File: src/rtl/can_init_pkg.sv
package can_init_pkg;

    localparam int CTL_W     = 5;
    localparam int IDLE_BITS = 11;

    typedef struct packed {
        logic dar;
        logic mon;
        logic test;
        logic cce;
        logic init;
    } ctl_t;

    localparam ctl_t CTL_RESET = '{dar: 1'b0, mon: 1'b0, test: 1'b0, cce: 1'b0, init: 1'b1};

    // A bit that may only be set under protection but cleared at any time
    function automatic logic guarded_set(input logic cur, input logic wbit, input logic prot);
        return wbit ? (cur | prot) : 1'b0;
    endfunction

endpackage

File: src/rtl/can_init_regs.sv
module can_init_regs
    import can_init_pkg::*;
(
    input  logic clk,
    input  logic rst,
    input  logic wr,
    input  ctl_t wdata,
    input  logic force_init,
    output ctl_t q
);
    ctl_t nxt;
    logic prot;

    always_comb begin
        prot = q.init & q.cce;
        nxt  = q;
        if (wr) begin
            nxt.init = wdata.init;
            nxt.cce  = q.init & wdata.cce;
            nxt.test = guarded_set(q.test, wdata.test, prot);
            nxt.mon  = guarded_set(q.mon, wdata.mon, prot);
            nxt.dar  = prot ? wdata.dar : q.dar;
        end
        if (force_init) begin
            nxt.init = 1'b1;
        end
        if (!nxt.init) begin
            nxt.cce = 1'b0;
        end
    end

    always_ff @(posedge clk) begin
        if (rst) begin
            q <= CTL_RESET;
        end else begin
            q <= nxt;
        end
    end
endmodule

File: src/rtl/can_idle_sync.sv
module can_idle_sync #(
    parameter int RUN_LEN = 11
) (
    input  logic clk,
    input  logic rst,
    input  logic hold,
    input  logic tick,
    input  logic rx,
    output logic integrated
);
    localparam int CW = $clog2(RUN_LEN + 1);
    localparam logic [CW-1:0] LIMIT = CW'(RUN_LEN);

    logic [CW-1:0] run_q;
    logic [CW-1:0] run_n;
    logic          integ_q;

    always_comb begin
        run_n = run_q;
        if (tick && !integ_q) begin
            if (!rx) begin
                run_n = '0;
            end else if (run_q != LIMIT) begin
                run_n = run_q + 1'b1;
            end
        end
    end

    always_ff @(posedge clk) begin
        if (rst || hold) begin
            run_q   <= '0;
            integ_q <= 1'b0;
        end else begin
            run_q <= run_n;
            if (run_n == LIMIT) begin
                integ_q <= 1'b1;
            end
        end
    end

    assign integrated = integ_q & ~hold;
endmodule

File: src/rtl/can_init_gate.sv
module can_init_gate (
    input  logic init,
    input  logic cce,
    input  logic integrated,
    input  logic tx_in,
    input  logic txreq_in,
    input  logic txcan_in,
    output logic tx_line,
    output logic bus_on,
    output logic cfg_wr_en,
    output logic stat_clr,
    output logic toc_reload,
    output logic tx_hold,
    output logic rx_hold,
    output logic txreq_ok,
    output logic txcan_ok
);
    always_comb begin
        bus_on     = integrated & ~init;
        tx_line    = bus_on ? tx_in : 1'b1;
        cfg_wr_en  = init & cce;
        stat_clr   = cce;
        toc_reload = cce;
        tx_hold    = cce;
        rx_hold    = cce;
        txreq_ok   = txreq_in & ~cce;
        txcan_ok   = txcan_in & ~cce;
    end
endmodule

File: src/rtl/can_init_ctrl.sv
module can_init_ctrl
    import can_init_pkg::*;
#(
    parameter int IDLE_RUN = IDLE_BITS
) (
    input  logic             clk,
    input  logic             rst,
    input  logic             ctl_wr,
    input  logic [CTL_W-1:0] ctl_wdata,
    output logic [CTL_W-1:0] ctl_rdata,
    input  logic             hw_init_req,
    input  logic             mem_ecc_err,
    input  logic             bus_off,
    input  logic             rx_line,
    input  logic             sample_tick,
    input  logic             tx_in,
    output logic             tx_line,
    output logic             bus_on,
    output logic             cfg_wr_en,
    output logic             stat_clr,
    output logic             toc_reload,
    output logic             tx_hold,
    output logic             rx_hold,
    input  logic             txreq_wr_in,
    input  logic             txcan_wr_in,
    output logic             txreq_wr_ok,
    output logic             txcan_wr_ok
);
    ctl_t ctl_q;
    logic integrated;
    logic force_init;

    assign force_init = hw_init_req | mem_ecc_err | bus_off;

    can_init_regs u_regs (
        .clk        (clk),
        .rst        (rst),
        .wr         (ctl_wr),
        .wdata      (ctl_t'(ctl_wdata)),
        .force_init (force_init),
        .q          (ctl_q)
    );

    can_idle_sync #(.RUN_LEN(IDLE_RUN)) u_sync (
        .clk        (clk),
        .rst        (rst),
        .hold       (ctl_q.init),
        .tick       (sample_tick),
        .rx         (rx_line),
        .integrated (integrated)
    );

    can_init_gate u_gate (
        .init       (ctl_q.init),
        .cce        (ctl_q.cce),
        .integrated (integrated),
        .tx_in      (tx_in),
        .txreq_in   (txreq_wr_in),
        .txcan_in   (txcan_wr_in),
        .tx_line    (tx_line),
        .bus_on     (bus_on),
        .cfg_wr_en  (cfg_wr_en),
        .stat_clr   (stat_clr),
        .toc_reload (toc_reload),
        .tx_hold    (tx_hold),
        .rx_hold    (rx_hold),
        .txreq_ok   (txreq_wr_ok),
        .txcan_ok   (txcan_wr_ok)
    );

    assign ctl_rdata = ctl_q;
endmodule

File: config.mk
export PLATFORM = sky130hd
export DESIGN_NAME = can_init_ctrl
export DESIGN_NICKNAME = d
export VERILOG_FILES = /design/src/rtl/can_init_pkg.sv /design/src/rtl/can_init_regs.sv /design/src/rtl/can_idle_sync.sv /design/src/rtl/can_init_gate.sv /design/src/rtl/can_init_ctrl.sv
export SDC_FILE = /design/constraint.sdc
export NUM_CORES = 1
export LEC_CHECK = 0
export BUFFER_PORTS_ARGS = -buffer_cell sky130_fd_sc_hd__clkbuf_2
export CORE_UTILIZATION = 39
export DETAILED_ROUTE_END_ITERATION = 8
export PLACE_DENSITY = 0.73
export SKIP_LAST_GASP = 1
export SLEW_MARGIN = 20
export SYNTH_ARGS = -nofsm -noshare
export SYNTH_HDL_FRONTEND = slang
export SYNTH_SLANG_ARGS = --single-unit
File: constraint.sdc
create_clock -name clk -period 1.5 [get_ports clk]
set_input_delay 0.15 -clock clk [delete_from_list [all_inputs] [get_ports clk]]
set_output_delay 0.15 -clock clk [all_outputs]
set_load 0.02 [all_outputs]
After elaboration in Yosys (flattened, before gate mapping)
Index checks and enable logic that the tools add are counted.
Widths: inputs -> output; s select.
{"block": "word_totals", "elab_cells": 36, "register_bits": 10, "in_bits": 16}
{"block": "op_classes", "eq_ne": 2, "n_reduce_logical": 5, "n_bitwise": 13, "add_sub_neg": 1, "n_mux": 8}
{"operator": "$mux 4", "n": 3}
{"operator": "$and 1x1->1", "n": 6}
{"operator": "$mux 1", "n": 5}
{"operator": "$add 4x1->4 const B", "n": 1}
{"operator": "$eq 4x4->1 const B", "n": 1}
{"operator": "$ne 4x4->1 const B", "n": 1}
{"operator": "$or 1x1->1", "n": 4}
{"operator": "$not 1->1", "n": 3}
{"operator": "$reduce_and 2->1", "n": 1}
{"operator": "$reduce_or 2->1", "n": 1}
{"operator": "$logic_and 1x1->1", "n": 1}
{"operator": "$logic_not 1->1", "n": 1}
{"operator": "$logic_or 1x1->1", "n": 1}

Longest topological paths before layout
Gate-level depths: netlist of run 1.
{"block": "logic_depth", "ltp_word": 5, "mapped_depth": 5, "ltp_nobuf": 5}

Hierarchy
A second synthesis of run 1 with hierarchy kept.
{"block": "unflattened", "cells_unflattened": 62, "area_unflattened_um2": 579.3}
{"module": "can_idle_sync", "cells_each": 33, "n_inst": 1, "area_each_um2": 301.5, "seq_area_each_um2": 100.1}
{"module": "can_init_regs", "cells_each": 19, "n_inst": 1, "area_each_um2": 203.9, "seq_area_each_um2": 100.1}
{"module": "can_init_gate", "cells_each": 9, "n_inst": 1, "area_each_um2": 67.6, "seq_area_each_um2": 0.0}
{"module": "can_init_ctrl", "cells_each": 1, "n_inst": 1, "area_each_um2": 6.3, "seq_area_each_um2": 0.0}

Worst setup path after synthesis of run 1
No wires, ideal clock.
{"block": "synth_path", "path_type": "register -> register", "startpoint": "register u_sync.integ_q", "endpoint": "register u_sync.integ_q", "synth_period_minus_slack_ps": 1468, "path_buffers": 1, "arrival_time_ps": 1407, "stages_incl_launch_ff": 6, "path_slack_ps": 32, "cell_sequence": "dfxtp_1 -> nand2b_4 -> buf_6 -> or4b_4 -> a31oi_4 -> a32o_1"}
{"block": "synth_between", "elab_chain_cells": 4}
{"element": "start: declaration", "line": "can_idle_sync.sv:16", "text": "logic integ_q;"}
{"element": "start signal: assignment", "line": "can_idle_sync.sv:32", "text": "integ_q <= 1'b0;"}
{"element": "start signal: assignment", "line": "can_idle_sync.sv:36", "text": "integ_q <= 1'b1;"}
{"element": "$logic_not 1->1", "line": "can_idle_sync.sv:20", "text": "if (tick && !integ_q) begin"}
{"element": "$logic_and 1x1->1", "line": "can_idle_sync.sv:20"}
{"element": "$mux 4", "line": "can_idle_sync.sv:20"}
{"element": "$eq 4x4->1", "line": "can_idle_sync.sv:35", "text": "if (run_n == LIMIT) begin"}
Every way passes these cells.
A chain may end at the register's enable or synchronous reset.

Worst setup path in the final report of run 1
{"block": "layout_path", "startpoint": "register u_sync.run_q[1]", "endpoint": "register u_sync.integ_q"}
{"block": "layout_between", "elab_chain_cells": 5, "word_cells_on_any_way": 6, "classes_between": "add/sub (1); eq/ne (2); mux (3)"}
{"element": "start: declaration", "line": "can_idle_sync.sv:14", "text": "logic [CW-1:0] run_q;"}
{"element": "start signal: assignment", "line": "can_idle_sync.sv:34", "text": "run_q <= run_n;"}
{"element": "$add 4x1->4 or $ne 4x4->1 (tied branches)", "line": "can_idle_sync.sv:24, can_idle_sync.sv:23"}
{"element": "$mux 4", "line": "can_idle_sync.sv:23", "text": "end else if (run_q != LIMIT) begin"}
{"element": "$mux 4", "line": "can_idle_sync.sv:21", "text": "if (!rx) begin"}
{"element": "$mux 4 *", "line": "can_idle_sync.sv:20"}
{"element": "$eq 4x4->1 *", "line": "can_idle_sync.sv:35"}
Every way passes the cells marked *; elsewhere a longest branch is shown, timed or not.

==> flow_summary.json, run 1 <==
{
  "status": "complete, no violations",
  "relSlewSlack": 0.743,
  "maxSlewViolCount": 0,
  "final.setup_skew_ns": 0.00519,
  "synth_seq_cells": 10,
  "setup.worst_path.start_class": "flip-flop",
  "holdWs_ns": 0.108,
  "worstPathRequired_ns": 1.66,
  "finalSetupViolCount": 0,
  "tightestPinTransition_ns": 0.383,
  "clock_sinks": 10,
  "synth-edff-count": 0,
  "period_minus_slack_ns": 1.44,
  "p_sw_w": 0.000148,
  "max_freq_mhz": 694,
  "period_share": 0.961,
  "viasPerCell": 5.09,
  "die_height_microns": 41.2,
  "clkPwrFrac": 0.399,
  "async_flop_share": 0,
  "switching_share": 0.245,
  "boundaryPins": 30,
  "synth_fp_nets": 85,
  "die_x_microns": 41.2,
  "first_iter_violations": 11,
  "cts_tree": "yes",
  "criticalPathCategory": "reg -> reg",
  "grt_max_degree": 10,
  "cp-end-kind": "flip-flop",
  "h-tree-depth": 1,
  "powerDensity_mw_per_mm2": 773,
  "intPower_w": 0.000457,
  "grt.total_usage": 0.166,
  "cts_buffer_depth": 2,
  "coreArea_sq_mm": 0.00137,
  "max-cap-violations": 0,
  "initial_core_util": 0.439,
  "num_vias": 580,
  "ys_dominant_reg_cell": "dfxtp_1",
  "vdd_ir_drop_max_uv": 656,
  "drt_wl_total_mm": 1.24,
  "finalNetCount": 117,
  "first_pass_iters": 4,
  "dpl.hpwl_mm": 1.00,
  "cts_made_buffers": 3,
  "gp_congestion": 0.803,
  "p_comb_frac": 0.148,
  "ys_types": 31,
  "arrival_ns": 1.60,
  "syn2layout_area_growth_pct": 30.7,
  "die_area_sq_mm": 0.00170,
  "grt_pass1_vias": 455,
  "clk_pin_slew_ns": 0.07,
  "worst_skew_pair.late_latency_ns": 0.26,
  "crit_fanout": 4,
  "synth_warnings": 0,
  "hold_viol_final": 0,
  "cts_setup_buffers": 0,
  "syn_avg_cell_area_sq_um": 8.81,
  "ant_nets": 0,
  "cts_root_buffer": "clkbuf_4",
  "wl_per_cell_microns": 10.8,
  "seqPwrFrac": 0.452,
  "synth_area_sq_um": 599,
  "drive_gt1_frac": 0.434,
  "io_buffers": 29,
  "final_common_cell": "clkbuf_2",
  "dpl.cell_count": 110,
  "hold_path.class": "in -> reg",
  "synth_seq_area_share": 0.334,
  "synth_cells": 68,
  "drc": 0,
  "p_leak_nw": 0.346,
  "globalRouteOverflowTotal": 0,
  "antennaDiodeCount": 0,
  "fill_cells": 122,
  "instances_no_fill": 114,
  "final_cell_mix": "clkbuf_2, dfxtp_1, nand2_1",
  "grt_pass1_wl_mm": 1.77,
  "num_rows": 13,
  "antenna_found_initial": 0,
  "fin_total_pwr_w": 0.000605
}
[path summary, 6_finish.rpt]
check                           slack [ns]  cells after the start                        from                          end
worst max register to register        0.06                      5  u_sync.run_q[1]$_SDFF_PP0_  u_sync.integ_q$_SDFFE_PP0N_
worst max-delay path                  0.06                      5  u_sync.run_q[1]$_SDFF_PP0_  u_sync.integ_q$_SDFFE_PP0N_
worst min-delay path                  0.11                      3                     bus_off       u_regs.q[0]$_SDFF_PP1_
worst min register to register        0.48                      2    u_regs.q[3]$_SDFFE_PP0P_     u_regs.q[3]$_SDFFE_PP0P_
[stage by stage]
step	cell area, sq um	setup slack, ns	setup TNS, ns	util
final	783	0.0582	0	0.573
after CTS	781	0.0471	0	0.571
after floorplan	599	0.0322	0	-
after detailed placement	744	0.0476	0	0.545
after global placement	744	0.113	0	0.545
after global routing	783	-0.00790	-0.00790	0.573
[synthesized netlist by cell type (2+ instances only)]
| library cell | instances | area (sq um) |
|---|---|---|
| a21oi_1 | 3 | 15.0 |
| a221oi_1 | 2 | 17.5 |
| and2_1 | 2 | 12.5 |
| buf_4 | 5 | 37.5 |
| dfxtp_1 | 10 | 200 |
| inv_1 | 4 | 15.0 |
| nand2_1 | 6 | 22.5 |
| nand2b_1 | 5 | 31.3 |
| nand3_1 | 2 | 10.0 |
| nor2_1 | 5 | 18.8 |
| nor2b_1 | 4 | 25.0 |
[final cells by class]
cell class                      instances  area (sq um)  share of cell area
Clock buffer                            4          36.3              0.0463
Inverter                                4          15.0              0.0192
Multi-Input combinational cell         48           338               0.431
Tap cell                               15          18.8              0.0240
Timing Repair Buffer                   33           175               0.224
Sequential cell                        10           200               0.256
[logic make-up after synthesis]
kind of cell | after synthesis | synth area share
compound gates | 12 | 0.171
fa+ha+maj | 1 | 0.0209
simple gates | 32 | 0.313
buf+inv | 10 | 0.106
mux | 3 | 0.0543
flops | 10 | 0.334
[worst max-delay path, stage by stage (launching register included)]
cell and delay [ns]:
dfxtp_1 0.39, ha_2 0.29, nand2_1 0.06, nor2_1 0.04
a221o_1 0.32, a32o_1 0.24
[power groups by stage]
stage	clock, W	sequential (W)	combinational, W
floorplan	0	0.000285	0.0000521
global placement	0	0.000280	0.0000889
detailed placement	0	0.000280	0.0000904
CTS	0.000247	0.000274	0.0000910
global route	0.000258	0.000275	0.000100
finish	0.000242	0.000274	0.0000898
[routing by layer]
metal / global-route usage / routed length [microns] / up-vias
met5: 0 / 0 / -
met4: 0.121 / 10 / 0
met3: 0.0326 / 91 / 2
met2: 0.313 / 608 / 23
met1: 0.156 / 526 / 258
li1: - / - / 297
[state kept, by name, indices dropped and copies added, names as in the netlist]
register and count:
u_regs.q 5, u_sync.integ_q 1, u_sync.run_q 4
[what timing repair did]
action                                  in CTS  in global routing
resized for setup                            0                  1
hold buffers                                 0                  0
endpoints found under the setup margin       0                  2
Note: power is estimated with default switching activity, not from simulation.
==> run 2, diff against run 1 <==
- CORE_UTILIZATION: 39 -> 46
- PLACE_DENSITY: 0.73 -> 0.8
- clock period: 1.5 -> 1.9 ns (I/O delays scaled with it)
==> run 2 against run 1 <==
Effect of this change:
- total power is 22% lower
- sequential power down 21%
- sequential share of layout area is 1.2 points higher
- clock-buffer cell count did not move
- first-iteration DRC count up 91%
- via count fell by 3.1%
- critical path type unchanged
- largest cell class unchanged
- highest routed layer is now met3
==> flow_summary.json, run 2 (synthesized netlist as in run 1, its figures left out) <==
{
  "hold_path.class": "in -> reg",
  "first_iter_violations": 21,
  "rrSetupSlack_ns": 0.37,
  "num_vias": 562,
  "initial_core_util": 0.518,
  "io_buffers": 29,
  "die_height_microns": 38.1,
  "viasPerCell": 5.16,
  "final.setup_skew_ns": 0.00132,
  "cts_tree": "yes",
  "cts_buffer_depth": 2,
  "p_leak_nw": 0.328,
  "worst_skew_pair.late_latency_ns": 0.26,
  "antenna_found_initial": 0,
  "num_rows": 12,
  "syn2layout_area_growth_pct": 25.1,
  "drc": 0,
  "coreArea_sq_mm": 0.00116,
  "max_freq_mhz": 655,
  "maxSlewViolCount": 0,
  "boundaryPins": 30,
  "largest_reg_flops": 5,
  "cts_root_buffer": "clkbuf_4",
  "cts_setup_buffers": 0,
  "drt_wl_total_mm": 1.19,
  "relSlewSlack": 0.781,
  "first_pass_iters": 4,
  "holdWs_ns": 0.132,
  "worstPathRequired_ns": 2.06,
  "cp-end-kind": "flip-flop",
  "wl_per_cell_microns": 10.9,
  "finalNetCount": 113,
  "grt.total_usage": 0.173,
  "reg.largest.list": "u_regs.q x5, u_sync.run_q x4, u_sync.integ_q x1",
  "status": "complete, no violations",
  "globalRouteOverflowTotal": 0,
  "powerDensity_mw_per_mm2": 631,
  "criticalPathCategory": "reg -> reg",
  "grt_pass1_vias": 417,
  "arrival_ns": 1.68,
  "ant_nets": 0,
  "tightestPinTransition_ns": 0.326,
  "grt_pass1_wl_mm": 1.71,
  "rsz0062_at_grt": "false",
  "period_minus_slack_ns": 1.53,
  "setup.worst_path.start_class": "flip-flop",
  "holdBufCountCts": 0,
  "period_share": 0.803,
  "gp_congestion": 0.845,
  "die_x_microns": 38.1,
  "drive_gt1_frac": 0.400,
  "vdd_ir_drop_max_uv": 585,
  "cts_made_buffers": 3,
  "fin_total_pwr_w": 0.000473,
  "grt_max_degree": 10,
  "regMostFlops": "u_regs.q",
  "h-tree-depth": 1,
  "clk_pin_slew_ns": 0.06,
  "hold_viol_final": 0,
  "post_cts_resized": 0,
  "clock_sinks": 10,
  "max-cap-violations": 0,
  "fill_cells": 102,
  "dpl.hpwl_microns": 912,
  "final_cell_mix": "clkbuf_2, dfxtp_1, nand2_1",
  "final_common_cell": "clkbuf_2",
  "die_area_sq_mm": 0.00145,
  "crit_fanout": 7,
  "antennaDiodeCount": 0,
  "tns_ns": 0,
  "finalSetupViolCount": 0
}
[run 2: power by group]
part,internal [W],leakage [nW],total (W),switching (W)
Combinational,0.0000305,0.226,0.0000695,0.0000390
Clock,0.000116,0.0210,0.000187,0.0000705
Sequential,0.000213,0.0809,0.000216,0.00000349
Total,0.000360,0.328,0.000473,0.000113
[run 2: routing by layer]
layer | track usage | part of all wire | vias to the layer above
met1 | 0.235 | 0.44 | 240
met2 | 0.246 | 0.47 | 29
met3 | 0.0698 | 0.090 | 0
li1 | - | - | 293
met5 | 0 | 0 | -
met4 | 0.0536 | 0 | 0
[run 2: area by class of cell]
type / instances / area (sq um) / area share
tap: 14 / 17.5 / 0.0234
multi-input combinational: 48 / 335 / 0.447
timing repair buffer: 29 / 145 / 0.194
clock buffer: 4 / 36.3 / 0.0484
sequential: 10 / 200 / 0.267
inverter: 4 / 15.0 / 0.0200
[run 2: metrics by stage]
| stage | util | cell area [sq um] | setup slack [ns] | cells |
|---|---|---|---|---|
| 2_1_floorplan | - | 599 | 0.432 | 68 |
| 4_1_cts | 0.648 | 749 | 0.386 | 109 |
| 5_1_grt | 0.648 | 749 | 0.293 | 109 |
| 6_report | 0.648 | 749 | 0.374 | 109 |
| 3_3_place_gp | 0.617 | 713 | 0.455 | 105 |
| 3_5_place_dp | 0.617 | 713 | 0.400 | 105 |
[run 2: final timing paths]
| path | depth (start not counted) | end | startpoint |
|---|---|---|---|
| hold reg to reg | 2 | u_regs.q[3]$_SDFFE_PP0P_ | u_regs.q[3]$_SDFFE_PP0P_ |
| setup / recovery | 4 | u_sync.integ_q$_SDFFE_PP0N_ | u_sync.run_q[0]$_SDFF_PP0_ |
| setup reg to reg | 4 | u_sync.integ_q$_SDFFE_PP0N_ | u_sync.run_q[0]$_SDFF_PP0_ |
| hold / removal | 3 | u_regs.q[0]$_SDFF_PP1_ | mem_ecc_err |
[run 2: critical path, cell delays in order (launching register included)]
cell and delay (ns):
dfxtp_1 0.44, ha_1 0.27, nand3b_1 0.15, a221o_1 0.32, a32o_1 0.24
